**config.mk**
```make
export PLATFORM = sky130hd
export DESIGN_NAME = sertx_master
export DESIGN_NICKNAME = d
export VERILOG_FILES = /design/src/rtl/sertx_pkg.sv /design/src/rtl/sertx_rst_sync.sv /design/src/rtl/sertx_clkgen.sv /design/src/rtl/sertx_ctrl.sv /design/src/rtl/sertx_shift.sv /design/src/rtl/sertx_master.sv
export SDC_FILE = /design/constraint.sdc
export NUM_CORES = 1
export LEC_CHECK = 0
export ABC_AREA = 1
export CAP_MARGIN = 25
export CORE_AREA = 2 2 70 72
export CTS_BUF_LIST = sky130_fd_sc_hd__clkbuf_16
export CTS_CLUSTER_DIAMETER = 200
export DETAILED_ROUTE_END_ITERATION = 8
export DIE_AREA = 0 0 72 74
export GPL_ROUTABILITY_DRIVEN = 0
export HOLD_SLACK_MARGIN = 0.05
export PLACE_DENSITY = 0.66
export SLEW_MARGIN = 20
export SYNTH_ARGS = -nofsm -noshare
export SYNTH_HDL_FRONTEND = slang
export SYNTH_SLANG_ARGS = --single-unit
```
**constraint.sdc**
```tcl
create_clock -name clk -period 1.6 [get_ports clk]
set_input_delay 0.24 -clock clk [delete_from_list [all_inputs] [get_ports clk]]
set_output_delay 0.24 -clock clk [all_outputs]
set_load 0.1 [all_outputs]
```
**src/rtl/sertx_pkg.sv**
```systemverilog
package sertx_pkg;
  typedef enum logic {
    ST_IDLE = 1'b0,
    ST_SEND = 1'b1
  } tx_state_e;
endpackage

```
**src/rtl/sertx_rst_sync.sv**
```systemverilog
module sertx_rst_sync (
  input  logic clk,
  input  logic rst_n,
  output logic rst_sync_n
);
  logic stage_q;
  logic out_q;

  always_ff @(posedge clk or negedge rst_n) begin
    if (!rst_n) begin
      stage_q <= 1'b0;
      out_q   <= 1'b0;
    end else begin
      stage_q <= 1'b1;
      out_q   <= stage_q;
    end
  end

  assign rst_sync_n = out_q;
endmodule

```
**src/rtl/sertx_clkgen.sv**
```systemverilog
module sertx_clkgen #(
  parameter int DIV = 4
) (
  input  logic clk,
  input  logic rst_n,
  input  logic run,
  output logic sclk_raw,
  output logic cell_end
);
  localparam int PH_W = (DIV > 1) ? $clog2(DIV) : 1;
  localparam logic [PH_W-1:0] PH_LAST = PH_W'(DIV - 1);
  localparam logic [PH_W-1:0] PH_RISE = PH_W'(DIV / 4);
  localparam logic [PH_W-1:0] PH_FALL = PH_W'((3 * DIV) / 4);

  logic [PH_W-1:0] phase_q;
  logic [PH_W-1:0] phase_d;

  always_comb begin
    phase_d = phase_q;
    if (!run) begin
      phase_d = '0;
    end else if (phase_q == PH_LAST) begin
      phase_d = '0;
    end else begin
      phase_d = phase_q + 1'b1;
    end
  end

  always_ff @(posedge clk or negedge rst_n) begin
    if (!rst_n) begin
      phase_q <= '0;
    end else begin
      phase_q <= phase_d;
    end
  end

  assign sclk_raw = run && (phase_q >= PH_RISE) && (phase_q < PH_FALL);
  assign cell_end = run && (phase_q == PH_LAST);
endmodule

```
**src/rtl/sertx_ctrl.sv**
```systemverilog
module sertx_ctrl
  import sertx_pkg::*;
#(
  parameter int WORD_W = 16
) (
  input  logic              clk,
  input  logic              rst_n,
  input  logic              enable,
  input  logic              done,
  input  logic [WORD_W-1:0] result,
  input  logic              busy,
  input  logic              rd_during,
  input  logic              cell_end,
  output logic              frame_active,
  output logic              load,
  output logic [WORD_W-1:0] load_word,
  output logic              pending
);
  localparam int BIT_W = $clog2(WORD_W);
  localparam logic [BIT_W-1:0] BIT_LAST = BIT_W'(WORD_W - 1);

  tx_state_e         state_q, state_d;
  logic [BIT_W-1:0]  bit_q, bit_d;
  logic              pend_q, pend_d;
  logic [WORD_W-1:0] hold_q, hold_d;
  logic              capture;
  logic              start;
  logic              last_cell;

  assign capture   = done && enable;
  assign start     = (state_q == ST_IDLE) && pend_q && enable && (!rd_during || busy);
  assign last_cell = (state_q == ST_SEND) && cell_end && (bit_q == BIT_LAST);

  always_comb begin
    state_d = state_q;
    bit_d   = bit_q;
    pend_d  = pend_q;
    hold_d  = hold_q;
    if (start) begin
      state_d = ST_SEND;
      bit_d   = '0;
      pend_d  = 1'b0;
    end else if (last_cell) begin
      state_d = ST_IDLE;
      bit_d   = '0;
    end else if (cell_end) begin
      bit_d   = bit_q + 1'b1;
    end
    if (capture) begin
      pend_d = 1'b1;
      hold_d = result;
    end
  end

  always_ff @(posedge clk or negedge rst_n) begin
    if (!rst_n) begin
      state_q <= ST_IDLE;
      bit_q   <= '0;
      pend_q  <= 1'b0;
      hold_q  <= '0;
    end else begin
      state_q <= state_d;
      bit_q   <= bit_d;
      pend_q  <= pend_d;
      hold_q  <= hold_d;
    end
  end

  assign frame_active = (state_q == ST_SEND);
  assign load         = start;
  assign load_word    = hold_q;
  assign pending      = pend_q;
endmodule

```
**src/rtl/sertx_shift.sv**
```systemverilog
module sertx_shift #(
  parameter int WORD_W = 16
) (
  input  logic              clk,
  input  logic              rst_n,
  input  logic              load,
  input  logic [WORD_W-1:0] load_word,
  input  logic              advance,
  output logic              msb
);
  logic [WORD_W-1:0] sh_q, sh_d;

  always_comb begin
    sh_d = sh_q;
    if (load) begin
      sh_d = load_word;
    end else if (advance) begin
      sh_d = {sh_q[WORD_W-2:0], 1'b0};
    end
  end

  always_ff @(posedge clk or negedge rst_n) begin
    if (!rst_n) begin
      sh_q <= '0;
    end else begin
      sh_q <= sh_d;
    end
  end

  assign msb = sh_q[WORD_W-1];
endmodule

```
**src/rtl/sertx_master.sv**
```systemverilog
module sertx_master #(
  parameter int WORD_W = 16,
  parameter int DIV    = 4
) (
  input  logic              clk,
  input  logic              rst_n,
  input  logic [WORD_W-1:0] result_i,
  input  logic              done_i,
  input  logic              busy_i,
  input  logic              ser_mode_i,
  input  logic              ext_clk_i,
  input  logic              inv_sclk_i,
  input  logic              inv_sync_i,
  input  logic              rd_during_i,
  output logic              sclk_o,
  output logic              sync_o,
  output logic              sdout_o
);
  logic              rst_sync_n;
  logic              enable;
  logic              frame_active;
  logic              load;
  logic [WORD_W-1:0] load_word;
  logic              pending;
  logic              cell_end;
  logic              sclk_raw;
  logic              shift_msb;
  logic              sdout_raw;

  assign enable = ser_mode_i && !ext_clk_i;

  sertx_rst_sync u_rst (
    .clk        (clk),
    .rst_n      (rst_n),
    .rst_sync_n (rst_sync_n)
  );

  sertx_ctrl #(.WORD_W(WORD_W)) u_ctrl (
    .clk          (clk),
    .rst_n        (rst_sync_n),
    .enable       (enable),
    .done         (done_i),
    .result       (result_i),
    .busy         (busy_i),
    .rd_during    (rd_during_i),
    .cell_end     (cell_end),
    .frame_active (frame_active),
    .load         (load),
    .load_word    (load_word),
    .pending      (pending)
  );

  sertx_clkgen #(.DIV(DIV)) u_clk (
    .clk      (clk),
    .rst_n    (rst_sync_n),
    .run      (frame_active),
    .sclk_raw (sclk_raw),
    .cell_end (cell_end)
  );

  sertx_shift #(.WORD_W(WORD_W)) u_shift (
    .clk       (clk),
    .rst_n     (rst_sync_n),
    .load      (load),
    .load_word (load_word),
    .advance   (cell_end),
    .msb       (shift_msb)
  );

  assign sdout_raw = frame_active && shift_msb;
  assign sclk_o    = sclk_raw ^ inv_sclk_i;
  assign sync_o    = frame_active ^ inv_sync_i;
  assign sdout_o   = sdout_raw;
endmodule

```
==> flow_summary.yaml, run 1 <==
power:
  ir_worst_vdd_mv: 0.825
  leakagePower_nw: 1.24
  total_power_w: 0.00249
  power_density_nw_per_um2: 975
clock_network:
  cts.sinks: 42
  clkSlewWorstSetupHoldPaths_ns: 0.06
  cts_tree: "built"
  ctsHtreeMaxLevel: 2
  cts_root_buffer: "clkbuf_16"
  clock_latency_ns: 0.28
  cts_buffers: 5
  clock_path_buffers: 2
floorplanning:
  io_pins: 28
  die_area_um2: 5330
  die_width_um: 72
  row_count: 25
  core_region_area_um2: 4600
  initial_core_util_pct: 42.8
  die_h_um: 74
route:
  vias_per_cell: 5.01
  top_layer_used: "met4"
  route.met3.wl_um: 140
  wirelength_mm: 3.60
  wire_per_inst_um: 11.8
  drc: 0
  vias: 1528
  ant_nets: 0
  dr_wl_met2_mm: 1.71
  drt-met1-wl_mm: 1.68
  dr.pass1.iters: 4
  drtIter0Drc: 67
layout:
  area_delta_synth_final_pct: 29.6
  drive_gt1_share_pct: 15.1
  diodes: 0
  instances_no_fill: 305
  nNetsFinal: 278
worst_setup_path:
  endpoint_kind: "primary output"
  path_class: "reg2out"
  crit_path_max_fanout: 3
  crit_path_top_delay_cell: "dfrtp_1"
  reg2regPathDepth: 7
  worstPathArrival_ns: 1.51
  start_kind: "flop"
  required_ns: 1.36
  path_cells: "ha_4, nor3_4, xor2_4, buf_12"
  slowest_delay_ns: 0.42
logic_synthesis:
  avgSynthCellArea_um2: 9.02
  async_flop_share_pct: 100
  synth_commonest_cells: "nand2_1, nand3_1, dfrtp_1, inv_1, nand4_1"
  synth_top_cell_by_area: "dfrtp_1"
  syn-instance-count: 218
  syn-cell-area_um2: 1970
  synth_edf_count: 0
  yosysSeqAreaShare_pct: 53.4
  synthesis.nets: 246
  synth-seq-cells: 42
  synth_cell_types: 27
  yosysMostFrequentCell: "nand2_1"
  ys_warn_count: 0
  synth_area_leaders: "dfrtp_1, nand3_1, nand2_1"
  ys.flop_type: "dfrtp_1"
  yosysTopAreaCellShare_pct: 53.4
global_routing:
  grt_use_total_pct: 15.7
  grt_first_pass_wirelength_mm: 6.51
  overflow: 0
  grt_max_degree: 41
  grt_pass1_vias: 1470
  antenna_found_initial: 0
timing:
  fin_skew_ns: 0.00569
  layout_min_cycle_time_ns: 1.75
  drv_slew: 0
  finalSetupViolCount: 1
  fin_ws_ns: -0.151
  final.period_utilization_pct: 109
  fmax_mhz: 571
  rsz0062_at_grt: "yes"
  hold_viol: 0
run_status:
  status: "finished with violations"
  violations: "negative setup slack"
place:
  dpl.cell_count: 296
  dpl_worst_slack_ns: 0.0252
  place_hpwl_mm: 2.55
  io_buffers: 27
run:
  max_cap_violations: 0
worst_hold_path:
  hold_path.class: "in2async"
area by class of cell:
type | count | area, um2
Clock buffer | 5 | 125
Multi-Input combinational cell | 146 | 808
Sequential cell | 42 | 1050
Inverter | 17 | 63.8
Clock inverter | 3 | 37.5
Tap cell | 54 | 67.6
Fill cell | 408 | 2050
Timing Repair Buffer | 38 | 395
timing repair:
item | 4_1_cts | 5_1_grt
hold buffers | 0 | 0
gates resized for setup | 1 | 1
endpoints found under the setup margin | 1 | 1
pin swaps | 2 | 1
hold endpoints to repair | 0 | 0
setup buffers | 0 | 1
gates cloned | 0 | 0
stage by stage:
step	util [%]	setup TNS [ns]	hold slack [ns]	area [um2]
floorplan	-	-0.0687	-0.0556	2010
global placement	51.5	0	0.314	2370
detailed placement	51.5	0	0.319	2370
CTS	55.3	-0.165	0.115	2540
global route	55.5	-0.232	0.116	2550
finish	55.5	-0.151	0.117	2550
metal layers:
metal | up-vias | GRT usage (%)
li1 | 782 | -
met1 | 709 | 20.2
met2 | 32 | 25.8
met3 | 5 | 4.47
met4 | 0 | 5.66
met5 | - | 0
power by group:
part           leakage (nW)  switching [W]  total, W  internal (W)
sequential            0.514      0.0000347   0.00116       0.00113
clock                0.0826       0.000377   0.00110      0.000724
combinational         0.639       0.000117  0.000220      0.000103
worst max-delay path: cells and delay by family (launching register included):
family | cells | cell delay [ns]
xor+xnor | 1 | 0.18
fa+ha+maj | 1 | 0.20
buf+inv | 1 | 0.19
simple gates | 1 | 0.23
flops | 1 | 0.42
state kept, by name, indices dropped and copies added (netlist names):
| register | flops |
|---|---|
| u_ctrl.pending | 1 |
| u_rst.stage_q | 1 |
| u_ctrl.bit_q | 4 |
| u_rst.rst_sync_n | 1 |
| u_clk.phase_q | 2 |
| u_shift.sh_q | 16 |
| u_ctrl.frame_active | 1 |
| u_ctrl.load_word | 16 |
worst paths after layout:
kind	to	from	slack, ns
max	sclk_o	u_clk.phase_q[0]$_DFF_PN0_	-0.15
min	u_rst.stage_q$_DFF_PN0_	rst_n	0.12
max reg2reg	u_shift.sh_q[0]$_DFFE_PN0P_	u_clk.phase_q[0]$_DFF_PN0_	0.28
min reg2reg	u_ctrl.load_word[2]$_DFFE_PN0P_	u_rst.rst_sync_n$_DFF_PN0_	0.30
max in group asynchronous	u_ctrl.frame_active$_DFFE_PN0P_	u_rst.rst_sync_n$_DFF_PN0_	0.93
min in group clk	u_rst.rst_sync_n$_DFF_PN0_	u_rst.stage_q$_DFF_PN0_	0.35
kinds of logic after synthesis:
| logic type | after synthesis | share of synthesized area [%] |
|---|---|---|
| adders and majority gates | 3 | 1.91 |
| other | 1 | 0.191 |
| xor gates and xnor gates | 2 | 0.891 |
| buffers and inverters | 30 | 8.14 |
| DFF | 42 | 53.4 |
| and+or+nand+nor | 131 | 32.4 |
| AOI/OAI and AO/OA | 9 | 3.05 |
layout by cell type, fill, tap and decap left out, types with 3 or more instances in the layout:
cell and count:
buf_4 10, dfrtp_1 41, clkdlybuf4s50_1 24, nand3_1 45, nor2_1 3, clkbuf_16 5
nand2_1 59, buf_12 4, nand4_1 15, nor2_4 3, inv_1 16
Power figures use the tool's default switching activity.
==> run 2, diff against run 1 <==
--- a/config.mk
+++ b/config.mk
@@ -9,3 +9,3 @@
 export CAP_MARGIN = 25
-export CORE_AREA = 2 2 70 72
+export CORE_AREA = 4 4 72 74
 export CTS_BUF_LIST = sky130_fd_sc_hd__clkbuf_16
@@ -13,3 +13,3 @@
 export DETAILED_ROUTE_END_ITERATION = 8
-export DIE_AREA = 0 0 72 74
+export DIE_AREA = 0 0 76 78
 export GPL_ROUTABILITY_DRIVEN = 0
--- a/constraint.sdc
+++ b/constraint.sdc
@@ -3,2 +3,2 @@
 set_output_delay 0.24 -clock clk [all_outputs]
-set_load 0.1 [all_outputs]
+set_load 0.05 [all_outputs]
==> flow_summary.yaml, run 2 (synthesized netlist as in run 1, its figures left out) <==
run_status:
  status: "finished with violations"
  violations: "negative setup slack"
clock_network:
  cts.sinks: 42
  clock_latency_ns: 0.27
  cts_buffers: 5
  clkSlewWorstSetupHoldPaths_ns: 0.05
  cts_tree: "built"
  post_cts_buffers: 0
  ctsHtreeMaxLevel: 2
  clock_path_buffers: 2
  cts_root_buffer: "clkbuf_16"
route:
  dr.pass1.iters: 4
  drtIter0Drc: 91
  wirelength_mm: 3.48
  ant_nets: 0
  vias: 1517
  wire_per_inst_um: 11.4
  drc: 0
  vias_per_cell: 4.99
timing:
  finalSetupViolCount: 1
  drv_slew: 0
  finalSetupTns_ns: -0.0934
  final.period_utilization_pct: 106
  fin_skew_ns: 0.00411
  fin_ws_ns: -0.0934
  hold_slack_ns: 0.126
  layout_min_cycle_time_ns: 1.69
  hold_viol: 0
  rsz0062_at_grt: "yes"
  fmax_mhz: 591
layout:
  area_delta_synth_final_pct: 27.2
  final_common_cell: "nand2_1"
  drive_gt1_share_pct: 13.6
  design_area_um2: 2500
  final_cell_mix: "nand2_1, nand3_1, dfrtp_1, clkdlybuf4s50_1, inv_1"
  nNetsFinal: 278
  fillers: 403
  diodes: 0
worst_setup_path:
  r2r_setup_slack_ns: 0.22
  path_cells: "inv_1, ha_2, nor3_4, xor2_4, buf_12"
  required_ns: 1.36
  endpoint_kind: "primary output"
  slowest_delay_ns: 0.37
  crit_path_max_fanout: 3
  crit_path_top_delay_cell: "dfrtp_1"
  path_class: "reg2out"
  worstPathArrival_ns: 1.45
  rr_endpoint: "u_shift.sh_q[14]$_DFFE_PN0P_"
  reg2regPathDepth: 7
  start_kind: "flop"
  r2r-start: "u_clk.phase_q[0]$_DFF_PN0_"
floorplanning:
  die_width_um: 76
  die_h_um: 78
  initial_core_util_pct: 42.8
  core_region_area_um2: 4600
  io_pins: 28
  row_count: 25
  die_area_um2: 5930
place:
  place_area_um2: 2360
  io_buffers: 27
  place_hpwl_mm: 2.51
global_routing:
  grt_pass1_vias: 1460
  grt_first_pass_wirelength_mm: 6.30
  antenna_found_initial: 0
  grt_max_degree: 41
  grt_use_total_pct: 12.8
  overflow: 0
power:
  leakagePower_nw: 1.23
  power_density_nw_per_um2: 908
  ir_worst_vdd_mv: 0.634
worst_hold_path:
  hold_path.class: "in2async"
run:
  max_cap_violations: 0
run 2: worst max-delay path by stage:
stage / from / endpoint / slack [ns] / cells after the start
after floorplan: u_clk.phase_q[0]$_DFF_PN0_ / sclk_o / 0.03 / 3
after global placement: u_clk.phase_q[0]$_DFF_PN0_ / sclk_o / 0.06 / 4
after detailed placement: u_clk.phase_q[0]$_DFF_PN0_ / sclk_o / 0.01 / 4
after CTS: u_clk.phase_q[0]$_DFF_PN0_ / sclk_o / -0.12 / 5
after global routing: u_clk.phase_q[0]$_DFF_PN0_ / sclk_o / -0.18 / 5
final: u_clk.phase_q[0]$_DFF_PN0_ / sclk_o / -0.09 / 5
run 2: per-stage QoR:
stage               cells  utilization (%)  total power [W]  worst slack (ns)
floorplan             218                -          0.00128            0.0312
global placement      297             51.3          0.00139            0.0593
detailed placement    297             51.3          0.00139            0.0112
CTS                   304             54.4          0.00230            -0.118
global route          304             54.4          0.00238            -0.182
finish                304             54.4          0.00227           -0.0934
run 2: critical path: cells and delay by family (launching register included):
kind,cells,cell delay (ns)
flops,1,0.37
buf+inv,2,0.20
xor+xnor,1,0.19
simple gates,1,0.24
fa+ha+maj,1,0.18
run 2: what timing repair did:
item | in CTS | in global routing
endpoints found under the setup margin | 1 | 1
hold buffers | 0 | 0
resized for setup | 3 | 0
pin swaps | 3 | 0
run 2: report_power, final:
| group | total (W) | internal [W] | switching (W) |
|---|---|---|---|
| clock | 0.000899 | 0.000556 | 0.000343 |
| sequential | 0.00117 | 0.00113 | 0.0000347 |
| combinational | 0.000206 | 0.000103 | 0.000104 |
| total | 0.00227 | 0.00179 | 0.000481 |
run 2: area by class of cell:
class / count / area, um2 / share of cell area (%)
sequential: 42 / 1050 / 42.0
multi-input combinational: 146 / 791 / 31.6
timing repair buffer: 38 / 395 / 15.8
clock buffer: 5 / 125 / 5.00
tap: 54 / 67.6 / 2.70
inverter: 17 / 63.8 / 2.55
clock inverter: 2 / 7.51 / 0.300
run 2: routing by layer:
layer | track usage [%] | part of all wire (%) | vias up | wire, um
met2 | 22.2 | 48 | 33 | 1680
met3 | 2.90 | 5.3 | 2 | 183
met4 | 4.27 | 0.52 | 0 | 18
li1 | - | - | 783 | -
met5 | 0 | 0 | - | 0
met1 | 15.5 | 46 | 699 | 1600
==> run 3, diff against run 2 <==
==> constraint.sdc (replaced) <==
create_clock -name clk -period 1.6 [get_ports clk]
set_input_delay 0.16 -clock clk [delete_from_list [all_inputs] [get_ports clk]]
set_output_delay 0.16 -clock clk [all_outputs]
set_load 0.05 [all_outputs]
==> flow_summary.yaml, run 3 (synthesized netlist as in run 1, its figures left out) <==
worst_setup_path:
  worst_path_dominant_cell_family: "flip-flops"
  worstPathArrival_ns: 1.44
  required_ns: 1.44
  r2r_setup_slack_ns: 0.15
  path_cells: "ha_4, nor3_4, xor2_2, buf_12"
  crit_path_top_delay_cell: "dfrtp_1"
  crit_path_max_fanout: 3
  slowest_delay_ns: 0.42
  path_class: "reg2out"
  endpoint_kind: "primary output"
  start_kind: "flop"
  path_buf_inv: 1
timing:
  drv_slew: 0
  hold_slack_ns: 0.299
  fin_skew_ns: 0.00610
  rsz0062_at_grt: "yes"
  finalSetupTns_ns: 0
  fin_ws_ns: 0.00258
  hold_viol: 0
  layout_min_cycle_time_ns: 1.60
  finalSetupViolCount: 0
  final.period_utilization_pct: 99.8
  fmax_mhz: 626
clock_network:
  cts.sinks: 42
  cts_buffers: 5
  clock_latency_ns: 0.28
  clkSlewWorstSetupHoldPaths_ns: 0.06
  clock_path_buffers: 2
  cts_root_buffer: "clkbuf_16"
  ctsHtreeMaxLevel: 2
  cts_tree: "built"
global_routing:
  grt_pass1_vias: 1461
  grt_max_degree: 41
  grt_first_pass_wirelength_mm: 6.50
  grt_use_total_pct: 13.6
  antenna_found_initial: 0
  overflow: 0
run:
  max_cap_violations: 0
route:
  wirelength_mm: 3.66
  drc: 0
  vias: 1517
  dr.pass1.iters: 4
  ant_nets: 0
  wire_per_inst_um: 12.0
  vias_per_cell: 4.96
  drtIter0Drc: 64
worst_hold_path:
  hold_path.class: "reg2async"
layout:
  final_common_cell: "nand2_1"
  final_cell_mix: "nand2_1, nand3_1, dfrtp_1, clkdlybuf4s50_1, inv_1"
  diodes: 0
  nNetsFinal: 279
  area_delta_synth_final_pct: 28.8
  fillers: 415
  drive_gt1_share_pct: 14.7
floorplanning:
  initial_core_util_pct: 42.8
  die_area_um2: 5930
  io_pins: 28
  die_width_um: 76
  core_region_area_um2: 4600
  die_h_um: 78
  row_count: 25
place:
  place_hpwl_mm: 2.50
  io_buffers: 27
  dpl_worst_slack_ns: 0.107
power:
  power_density_nw_per_um2: 923
  ir_worst_vdd_mv: 0.768
  leakagePower_nw: 1.23
  total_power_w: 0.00234
run_status:
  status: "completed"
[run 3: cell count changes in the layout (fill, tap and decap cells not counted), sizes merged]
cell,previous run,this run
clkinv,0,2
clkinvlp,0,1
dlygate4sd3,0,1
inv,19,17
[run 3: final cells by class]
type / instances / area (um2) / share of cell area, %
clock buffers: 5 / 125 / 4.94
clock inverters: 3 / 16.3 / 0.642
inverters: 17 / 63.8 / 2.52
multi-input cells: 146 / 790 / 31.2
flip-flops and latches: 42 / 1050 / 41.6
well taps: 54 / 67.6 / 2.67
repair buffers: 39 / 418 / 16.5
[run 3: per-stage QoR]
step / cell area (um2) / util (%) / std cells
floorplan: 1970 / - / 218
global placement: 2330 / 50.7 / 294
detailed placement: 2330 / 50.7 / 294
CTS: 2500 / 54.4 / 303
global route: 2530 / 55.1 / 306
finish: 2530 / 55.1 / 306
[run 3: worst register-to-register path, cell delays in order (launching register included)]
cell	delay, ns
dfrtp_2	0.44
buf_4	0.16
nor2_4	0.19
nand3_4	0.20
buf_12	0.21
nand3_1	0.06
nand3_1	0.07
[run 3: worst paths after layout]
path,from,end,depth (start not counted)
min,u_rst.rst_sync_n$_DFF_PN0_,u_shift.sh_q[6]$_DFFE_PN0P_,1
max,u_clk.phase_q[0]$_DFF_PN0_,sclk_o,4
min in group clk,u_rst.stage_q$_DFF_PN0_,u_rst.rst_sync_n$_DFF_PN0_,0
max reg2reg,u_ctrl.frame_active$_DFFE_PN0P_,u_shift.sh_q[13]$_DFFE_PN0P_,6
max in group asynchronous,rst_n,u_rst.stage_q$_DFF_PN0_,2
min reg2reg,u_rst.rst_sync_n$_DFF_PN0_,u_shift.sh_q[6]$_DFFE_PN0P_,1
[run 3: routing by layer]
layer,global-route usage (%),share of wire (%),routed length (um)
met1,16.4,45,1660
met2,22.4,48,1750
met3,3.60,4.5,163
met4,6.41,2.1,78
met5,0,0,0
[run 3: where the power goes]
group	internal, W	total, W	switching [W]
logic	0.000104	0.000210	0.000106
registers	0.00113	0.00116	0.0000346
clock network	0.000569	0.000963	0.000394
[run 3: repair_timing]
item / 4_1_cts / 5_1_grt
pin swaps: 2 / 3
resized for setup: 5 / 1
endpoints found under the hold margin: 2 / 0
endpoints found under the setup margin: 1 / 1
buffers inserted: 0 / 3
hold buffers: 1 / 0
